**src/rtl/trs_pkg.sv**
```systemverilog
package trs_pkg;

    // Range a widened word falls into for matching purposes
    typedef enum logic [1:0] {
        CL_MID  = 2'd0,
        CL_LOW  = 2'd1,
        CL_HIGH = 2'd2
    } word_class_e;

    // Input-side sequence matcher
    typedef enum logic [1:0] {
        M_HUNT      = 2'd0,
        M_SAW_ONES  = 2'd1,
        M_SAW_ZERO1 = 2'd2,
        M_SAW_ZERO2 = 2'd3
    } match_state_e;

    // Output-side video region tracker
    typedef enum logic {
        R_BLANK  = 1'b0,
        R_ACTIVE = 1'b1
    } region_state_e;

    // Role a word plays once its sequence is settled
    typedef enum logic [1:0] {
        K_PLAIN = 2'd0,
        K_ONES  = 2'd1,
        K_ZERO  = 2'd2,
        K_XYZ   = 2'd3
    } word_kind_e;

    typedef struct packed {
        logic       full;
        logic       det_on;
        word_kind_e kind;
    } slot_meta_t;

    localparam int PREAMBLE_LEN = 3;
    localparam int F_BIT        = 8;
    localparam int V_BIT        = 7;
    localparam int H_BIT        = 6;

endpackage

```
**src/rtl/trs_word_widen.sv**
```systemverilog
module trs_word_widen
    import trs_pkg::*;
#(
    parameter int WIDE_W    = 10,
    parameter int NARROW_W  = 8,
    parameter int CLIP_BITS = 2
) (
    input  logic              narrow_mode,
    input  logic [WIDE_W-1:0] raw_word,
    output logic [WIDE_W-1:0] wide_word,
    output word_class_e       word_class
);

    localparam int PAD_W = WIDE_W - NARROW_W;

    generate
        if (PAD_W > 0) begin : g_pad
            always_comb begin
                if (narrow_mode) begin
                    wide_word = {raw_word[NARROW_W-1:0], {PAD_W{1'b0}}};
                end else begin
                    wide_word = raw_word;
                end
            end
        end else begin : g_same
            logic unused_mode;
            assign unused_mode = narrow_mode;
            assign wide_word   = raw_word;
        end
    endgenerate

    // Only the bits above the clip span decide the range
    always_comb begin
        if (&wide_word[WIDE_W-1:CLIP_BITS]) begin
            word_class = CL_HIGH;
        end else if (~|wide_word[WIDE_W-1:CLIP_BITS]) begin
            word_class = CL_LOW;
        end else begin
            word_class = CL_MID;
        end
    end

endmodule

```
**src/rtl/trs_match_fsm.sv**
```systemverilog
module trs_match_fsm
    import trs_pkg::*;
(
    input  logic        clk,
    input  logic        rst,
    input  logic        step,
    input  logic        det_on,
    input  word_class_e word_class,
    output logic        confirm
);

    match_state_e state_q;
    match_state_e state_d;

    // State register
    always_ff @(posedge clk) begin
        if (rst) begin
            state_q <= M_HUNT;
        end else begin
            state_q <= state_d;
        end
    end

    // Transitions
    always_comb begin
        state_d = state_q;
        if (step) begin
            if (!det_on) begin
                state_d = M_HUNT;
            end else begin
                unique case (state_q)
                    M_HUNT: begin
                        if (word_class == CL_HIGH) state_d = M_SAW_ONES;
                        else                       state_d = M_HUNT;
                    end
                    M_SAW_ONES: begin
                        if (word_class == CL_LOW)       state_d = M_SAW_ZERO1;
                        else if (word_class == CL_HIGH) state_d = M_SAW_ONES;
                        else                            state_d = M_HUNT;
                    end
                    M_SAW_ZERO1: begin
                        if (word_class == CL_LOW)       state_d = M_SAW_ZERO2;
                        else if (word_class == CL_HIGH) state_d = M_SAW_ONES;
                        else                            state_d = M_HUNT;
                    end
                    M_SAW_ZERO2: begin
                        state_d = M_HUNT;
                    end
                endcase
            end
        end
    end

    // Outputs: the word arriving in SAW_ZERO2 completes a sequence
    always_comb begin
        confirm = step && det_on && (state_q == M_SAW_ZERO2);
    end

endmodule

```
**src/rtl/trs_align_pipe.sv**
```systemverilog
module trs_align_pipe
    import trs_pkg::*;
#(
    parameter int WIDE_W = 10,
    parameter int DEPTH  = PREAMBLE_LEN
) (
    input  logic              clk,
    input  logic              rst,
    input  logic              step,
    input  logic              confirm,
    input  logic              det_on,
    input  logic [WIDE_W-1:0] in_word,
    output logic [WIDE_W-1:0] dep_word,
    output slot_meta_t        dep_meta
);

    localparam int LAST = DEPTH - 1;

    logic [WIDE_W-1:0] slot_word [DEPTH];
    slot_meta_t        slot_meta [DEPTH];

    always_ff @(posedge clk) begin
        if (rst) begin
            for (int k = 0; k < DEPTH; k++) begin
                slot_word[k] <= '0;
                slot_meta[k] <= '{full: 1'b0, det_on: 1'b0, kind: K_PLAIN};
            end
        end else if (step) begin
            slot_word[0] <= in_word;
            slot_meta[0] <= '{full: 1'b1, det_on: det_on,
                              kind: (confirm ? K_XYZ : K_PLAIN)};
            for (int k = 1; k < DEPTH; k++) begin
                slot_word[k]        <= slot_word[k-1];
                slot_meta[k].full   <= slot_meta[k-1].full;
                slot_meta[k].det_on <= slot_meta[k-1].det_on;
                slot_meta[k].kind   <= confirm ? K_ZERO : slot_meta[k-1].kind;
            end
        end
    end

    // The oldest word leaves on this step; a confirm marks it as the ones word
    always_comb begin
        dep_word = slot_word[LAST];
        dep_meta = slot_meta[LAST];
        if (confirm) begin
            dep_meta.kind = K_ONES;
        end
    end

endmodule

```
**src/rtl/trs_out_stage.sv**
```systemverilog
module trs_out_stage
    import trs_pkg::*;
#(
    parameter int WIDE_W = 10
) (
    input  logic              clk,
    input  logic              rst,
    input  logic              step,
    input  logic [WIDE_W-1:0] dep_word,
    input  slot_meta_t        dep_meta,
    output logic              out_valid,
    output logic [WIDE_W-1:0] out_word,
    output logic              trs_flag,
    output logic              xyz_flag,
    output logic              sav_flag,
    output logic              eav_flag,
    output logic [2:0]        fvh_bits,
    output logic              active_flag
);

    region_state_e region_q;
    region_state_e region_d;
    logic          dep_take;
    logic          is_status;

    assign dep_take  = step && dep_meta.full;
    assign is_status = (dep_meta.kind == K_XYZ);

    // Region state register
    always_ff @(posedge clk) begin
        if (rst) begin
            region_q <= R_BLANK;
        end else begin
            region_q <= region_d;
        end
    end

    always_comb begin
        region_d = region_q;
        if (dep_take && is_status) begin
            unique case (region_q)
                R_BLANK:  region_d = dep_word[H_BIT] ? R_BLANK : R_ACTIVE;
                R_ACTIVE: region_d = dep_word[H_BIT] ? R_BLANK : R_ACTIVE;
            endcase
        end
    end

    // Registered outputs
    always_ff @(posedge clk) begin
        if (rst) begin
            out_valid   <= 1'b0;
            out_word    <= '0;
            trs_flag    <= 1'b0;
            xyz_flag    <= 1'b0;
            sav_flag    <= 1'b0;
            eav_flag    <= 1'b0;
            fvh_bits    <= '0;
            active_flag <= 1'b0;
        end else if (dep_take) begin
            out_valid <= 1'b1;
            unique case (dep_meta.kind)
                K_ONES:  out_word <= '1;
                K_ZERO:  out_word <= '0;
                K_XYZ:   out_word <= dep_word;
                K_PLAIN: out_word <= dep_word;
            endcase
            trs_flag    <= (dep_meta.kind != K_PLAIN);
            xyz_flag    <= is_status;
            sav_flag    <= is_status && !dep_word[H_BIT];
            eav_flag    <= is_status && dep_word[H_BIT];
            fvh_bits    <= is_status ? {dep_word[F_BIT], dep_word[V_BIT], dep_word[H_BIT]}
                                     : 3'b000;
            active_flag <= (dep_meta.kind == K_PLAIN) && dep_meta.det_on
                           && (region_q == R_ACTIVE);
        end else begin
            out_valid   <= 1'b0;
            trs_flag    <= 1'b0;
            xyz_flag    <= 1'b0;
            sav_flag    <= 1'b0;
            eav_flag    <= 1'b0;
            fvh_bits    <= '0;
            active_flag <= 1'b0;
        end
    end

endmodule

```
**src/rtl/trs_scan_top.sv**
```systemverilog
module trs_scan_top
    import trs_pkg::*;
#(
    parameter int WIDE_W    = 10,
    parameter int NARROW_W  = 8,
    parameter int CLIP_BITS = 2
) (
    input  logic              clk,
    input  logic              rst,
    input  logic              in_valid,
    input  logic              narrow_mode,
    input  logic              det_en_n,
    input  logic [WIDE_W-1:0] in_word,
    output logic              out_valid,
    output logic [WIDE_W-1:0] out_word,
    output logic              trs_flag,
    output logic              xyz_flag,
    output logic              sav_flag,
    output logic              eav_flag,
    output logic [2:0]        fvh_bits,
    output logic              active_flag
);

    localparam int DEPTH = PREAMBLE_LEN;

    logic [WIDE_W-1:0] wide_word;
    word_class_e       word_class;
    logic              det_on;
    logic              confirm;
    logic [WIDE_W-1:0] dep_word;
    slot_meta_t        dep_meta;

    assign det_on = !det_en_n;

    trs_word_widen #(
        .WIDE_W   (WIDE_W),
        .NARROW_W (NARROW_W),
        .CLIP_BITS(CLIP_BITS)
    ) i_widen (
        .narrow_mode(narrow_mode),
        .raw_word   (in_word),
        .wide_word  (wide_word),
        .word_class (word_class)
    );

    trs_match_fsm i_match (
        .clk       (clk),
        .rst       (rst),
        .step      (in_valid),
        .det_on    (det_on),
        .word_class(word_class),
        .confirm   (confirm)
    );

    trs_align_pipe #(
        .WIDE_W(WIDE_W),
        .DEPTH (DEPTH)
    ) i_pipe (
        .clk     (clk),
        .rst     (rst),
        .step    (in_valid),
        .confirm (confirm),
        .det_on  (det_on),
        .in_word (wide_word),
        .dep_word(dep_word),
        .dep_meta(dep_meta)
    );

    trs_out_stage #(
        .WIDE_W(WIDE_W)
    ) i_out (
        .clk        (clk),
        .rst        (rst),
        .step       (in_valid),
        .dep_word   (dep_word),
        .dep_meta   (dep_meta),
        .out_valid  (out_valid),
        .out_word   (out_word),
        .trs_flag   (trs_flag),
        .xyz_flag   (xyz_flag),
        .sav_flag   (sav_flag),
        .eav_flag   (eav_flag),
        .fvh_bits   (fvh_bits),
        .active_flag(active_flag)
    );

endmodule

```
**config.mk**
```make
export PLATFORM = sky130hd
export DESIGN_NAME = trs_scan_top
export DESIGN_NICKNAME = d
export VERILOG_FILES = /design/src/rtl/trs_pkg.sv /design/src/rtl/trs_word_widen.sv /design/src/rtl/trs_match_fsm.sv /design/src/rtl/trs_align_pipe.sv /design/src/rtl/trs_out_stage.sv /design/src/rtl/trs_scan_top.sv
export SDC_FILE = /design/constraint.sdc
export NUM_CORES = 1
export LEC_CHECK = 0
export ABC_CLOCK_PERIOD_IN_PS = 3800
export BUFFER_PORTS_ARGS = -buffer_cell sky130_fd_sc_hd__buf_2
export CORE_ASPECT_RATIO = 0.9
export CORE_UTILIZATION = 45
export DETAILED_ROUTE_END_ITERATION = 7
export PLACE_DENSITY = 0.75
export REMOVE_ABC_BUFFERS = 1
export SYNTH_ARGS = -nofsm -noshare
export SYNTH_HDL_FRONTEND = slang
export SYNTH_SLANG_ARGS = --single-unit
```
**constraint.sdc**
```tcl
create_clock -name clk -period 3.8 [get_ports clk]
set_input_delay 0.76 -clock clk [delete_from_list [all_inputs] [get_ports clk]]
set_output_delay 0.76 -clock clk [all_outputs]
set_load 0.005 [all_outputs]
```
# Yosys cells after proc, flatten, opt, wreduce, memory -nomap -nowiden
# Memory sizes are Yosys's and may differ from the RTL's.
# Cells that the tools add are included.
[totals]
register_bits = 22
mem_bits_rw = 42
wordCells = 80
mem_count = 2
[mem_list]
columns = ["name", "depth", "width", "read_ports", "rd_ports_with_merged_regs", "write_ports", "line_no", "rtl"]
rows = [
  ["i_pipe.slot_word", 3, 10, 3, 0, 3, "trs_align_pipe.sv:19", "logic [WIDE_W-1:0] slot_word [DEPTH];"],
  ["i_pipe.slot_meta", 3, 4, 3, 0, 3, "trs_align_pipe.sv:20", "slot_meta_t slot_meta [DEPTH];"],
]
[op_classes]
eq_ne = 8
n_mux = 30
bitwise_logic = 12
n_reduce_logical = 18
[op_table]
columns = ["operator", "n"]
rows = [
  ["10-bit 2-to-1 mux", 4],
  ["10-bit case mux with 3 select lines", 1],
  ["2-bit 2-to-1 mux", 10],
  ["1-bit 2-to-1 mux", 13],
  ["2-bit == test, second input constant", 5],
  ["1-bit bitwise OR", 10],
  ["1-bit logical AND", 8],
  ["2-bit case mux with 4 select lines", 1],
  ["8-bit AND reduction", 1],
  ["8-bit OR reduction", 1],
  ["2-bit by 1-bit == test with 1-bit output, second input constant", 3],
  ["2-bit zero test", 2],
  ["4-bit 2-to-1 mux", 1],
  ["2-bit OR reduction", 2],
  ["3-bit OR reduction", 1],
  ["1-bit zero test", 2],
  ["1-bit NOT", 2],
  ["2-bit nonzero test", 1],
]

# Longest topological paths before layout
[depth]
word_depth = 9
depth_mapped = 8
depth_no_buf = 7

# Cells and area by module
# From an unflattened synthesis, not the netlist that was laid out.
[hier_totals]
cells_unflattened = 218
hier_area_um2 = 2798.9
[by_module_without_submodules]
columns = ["mod", "instances", "cells_each", "area_each_um2", "seq_area_each_um2"]
rows = [
  ["trs_align_pipe", 1, 101, 1636.6, 1231.2],
  ["trs_out_stage", 1, 76, 822.0, 400.4],
  ["trs_word_widen", 1, 22, 193.9, 0.0],
  ["trs_match_fsm", 1, 18, 142.6, 40.0],
  ["trs_scan_top", 1, 1, 3.8, 0.0],
]

# Least setup slack after synthesis
# No wires, ideal clock.
[synth_path]
path_type = "input to register"
start = "input det_en_n"
end = "register i_out.out_word[5]"
t_arrival_ns = 2.147
setup_slack_ns = 1.520
path_stages = 8
n_path_buf = 1
path_cell_list = "nand4b_1 > nand2_1 > inv_1 > ha_1 > clkbuf_1 > nand2_1 > o211ai_1 > a21oi_1"
[synth_between]
elab_chain_cells = 7
word_cells_on_any_way = 10
classes_between = "eq/ne (3); mux (2); reduce/logical (5)"
[synth_rtl]
columns = ["element", "line_no", "rtl"]
rows = [
  ["start, declared", "trs_scan_top.sv:12", "input logic det_en_n,"],
  ["1-bit zero test *", "trs_scan_top.sv:33", "assign det_on = !det_en_n;"],
  ["1-bit logical AND * (2 in a row)", "trs_match_fsm.sv:56", "confirm = step && det_on && (state_q == M_SAW_ZERO2);"],
  ["2-bit 2-to-1 mux *", "trs_align_pipe.sv:45", "if (confirm) begin"],
  ["2-bit == test / 2-bit zero test (equally long branches)", "trs_out_stage.sv:61", "unique case (dep_meta.kind)"],
  ["2-bit OR reduction (no line)", "-", ""],
  ["10-bit case mux with 3 select lines *", "trs_out_stage.sv:61", ""],
  ["end signal, assigned", "trs_out_stage.sv:64", "K_XYZ: out_word <= dep_word;"],
  ["end signal, assigned", "trs_out_stage.sv:65", "K_PLAIN: out_word <= dep_word;"],
  ["end, declared", "trs_out_stage.sv:12", "output logic [WIDE_W-1:0] out_word,"],
]
# Every way passes the cells marked *; elsewhere a longest branch is shown, timed or not.
# A chain may end at the register's enable or synchronous reset.

# Final worst setup path
[layout_path]
start = "input det_en_n"
end = "register i_out.out_word[9]"
# Same word-level chain as after synthesis.

==> metrics.txt <==
Setup crit end kind flip-flop; share of cells above drive strength 1 0.217; Tcrit/Tclk final 0.578; Slew Limit Fails 0; First DRT Iteration DRCs 92; clock power share 0.392; sequential share of power 0.552; Initial Util 0.471; PostCTS Resize Cnt 0; antenna cell count 0; area delta synth->final 17.2%; Post-synth EDFFs 41; relative slew slack 0.554; clock slew at reported path FFs 60 ps; RePlAce Congestion 0.756; HP Class reg2reg; CTS tree built; Max Cap Violations 0; CTS max path bufs 2; Largest stage delay, worst path 480 ps; Switching Share 0.201; Clock Latency Late Sink 320 ps; Ys Warns 0; final wirelength 3600 µm; CP max-delay cell ha_1; Synth top cells by count edfxtp_1, and2_1, dfxtp_1; main combinational cell family by area after synthesis simple AND/OR/NAND/NOR gates; Post-Syn Instances 199; Synth area leader edfxtp_1; Root Driver clkbuf_8; Fill cells 460; drt wl/cell 11.7 µm; Initial DRT Pass Iterations 4; share of the synthesized area in the top cell type 0.494; worst slew pin tran 668 ps; Die Y-Extent 72.6 µm; Die Width 80.4 µm; Global Route Usage Sum 0.143; Netlist cell types 30; Comb power frac 0.056; final worst-path setup slack 1610 ps; Rows 25; Place WS 1270 ps; hold_buf cts 0; CP most frequent cell nand2_1; initial antenna violation count 0; cts bufs inserted 9; Post-Synth Adder-Cell Area 0.0151; drt via density 4.93; post-synthesis mux area share 0.0281; syn_area_per_cell 12.5 µm²; Setup CP Type in2reg; PortBufs 33; crit path time final 2190 ps; total clock sinks 63; Die ar. 0.00584 mm²; register area share after synthesis 0.671; Worst Skew 3.56 ps; top cell family by delay on the critical path simple AND/OR/NAND/NOR gates; detailed-route via count 1,514; Most used DFF post-synth edfxtp_1; Routed Antenna Nets 0; Post-Synth XOR/XNOR Area 0; first-pass GRT wire length 5960 µm; Bufs and invs on worst path 2; endpoints failing setup 0; area of the core 0.00529 mm²; final design utilization 0.552; synthesis-stage register bit count 63; Overflow after GRT 0; vias in the first global route 1,398; dpl hpwl 2540 µm; worst path cell trace buf_2 > nand4b_1 > nand2_1 > inv_1 > ha_1 > nand2_1 > o211ai_1 > a21oi_1; Post-Syn Area 0.00249 mm²; critical path data arrival time 2400 ps; P_int 1.13 mW; PwrDens 482 mW/mm²; Fin Setup TNS 0 ps; number of setup buffers added after CTS 0; Worst Path Required 4000 ps; Ports 34; Layout Nets 253; simple-gate area share of the yosys netlist 0.177; RSZ-0062 raised after global routing no; status finished clean; drc violations 0; Synth Area in Compound Gates 0.0824; most numerous cell in the Yosys netlist edfxtp_1; Fin. Hold Viols 0; maximum VDD drop 0.323 mV; H-tree Lvls 3; largest net degree at the start of global routing 31; critical path launch point type primary input; critical-path maximum fanout 11; Leak 1.23 nW; synth top area cells edfxtp_1, dfxtp_1, and2_1; FMAX 456 MHz; ys async rst share 0; sw power 0.282 mW
## state kept, by name (all words and copies together), names as in the netlist
| signal | cells |
|---|---|
| i_out.region_q | 1 |
| i_out.active_flag | 1 |
| i_out.xyz_flag | 1 |
| i_pipe.slot_meta | 11 |
| i_match.state_q | 2 |
| i_pipe.slot_word | 30 |
| i_out.trs_flag | 1 |
| i_out.sav_flag | 1 |
| i_out.out_valid | 1 |
| i_out.out_word | 10 |
| i_out.fvh_bits | 3 |
| i_out.eav_flag | 1 |
## tightest hold or removal path: stages, from the launching register on
cell and delay (ps):
dfxtp_1 310, nand2_1 50, a21oi_1 50
## logic make-up (layout without fill, tap and decap cells)
kind of cell | count (synthesis) | in the layout
fa+ha+maj | 3 | 3
compound gates | 31 | 31
mux | 7 | 7
flops | 63 | 63
simple gates | 78 | 78
buf+inv | 17 | 58
## placed cells by master (no fill, tap or decap), types with 3 or more instances in the layout
master / n
a21oi_1: 14
and2_1: 29
and3_1: 4
buf_2: 33
clkbuf_8: 12
dfxtp_1: 22
edfxtp_1: 41
ha_1: 3
inv_1: 7
mux2i_1: 7
nand2_1: 14
nand2b_1: 4
nor2_1: 13
o211ai_1: 9
## per-stage QoR
step	total power [mW]	cells	hold slack (ps)	area [µm²]
finish	1.41	307	449	2920
global route	1.47	307	469	2920
CTS	1.43	307	450	2920
detailed placement	0.871	291	441	2720
global placement	0.868	291	438	2720
floorplan	0.835	189	422	2450
## area by class of cell
type / instances / area [µm²] / area share
well taps: 67 / 83.8 / 0.0287
multi-input cells: 119 / 753 / 0.258
inverters: 7 / 26.3 / 0.00900
clock inverters: 2 / 10.0 / 0.00343
clock buffers: 14 / 194 / 0.0664
flip-flops and latches: 63 / 1670 / 0.573
repair buffers: 35 / 180 / 0.0617
## power by group through the flow
stage	Combinational [mW]	Clock [mW]	Sequential (mW)
2_1_floorplan	0.0458	0	0.789
3_5_place_dp	0.0802	0	0.791
4_1_cts	0.0805	0.571	0.777
5_1_grt	0.0898	0.601	0.780
3_3_place_gp	0.0784	0	0.790
6_report	0.0794	0.552	0.777
## final timing paths
kind,end,slack [ps],startpoint,cells after the start
max reg2reg,i_out.out_word[9],1800,i_match.state_q[0],7
min,i_out.out_word[2],450,i_out.out_word[2],2
min reg2reg,i_out.out_word[2],450,i_out.out_word[2],2
max,i_out.out_word[9],1610,det_en_n,8
## metal layers
metal | global-route usage | part of all wire | wire [µm] | vias up
met3 | 0.0600 | 0.076 | 273 | 5
li1 | - | - | - | 783
met5 | 0 | 0 | 0 | -
met4 | 0.0774 | 0.010 | 36 | 0
met1 | 0.146 | 0.42 | 1500 | 681
met2 | 0.248 | 0.50 | 1790 | 45
Note: power is estimated with default switching activity, not from simulation.
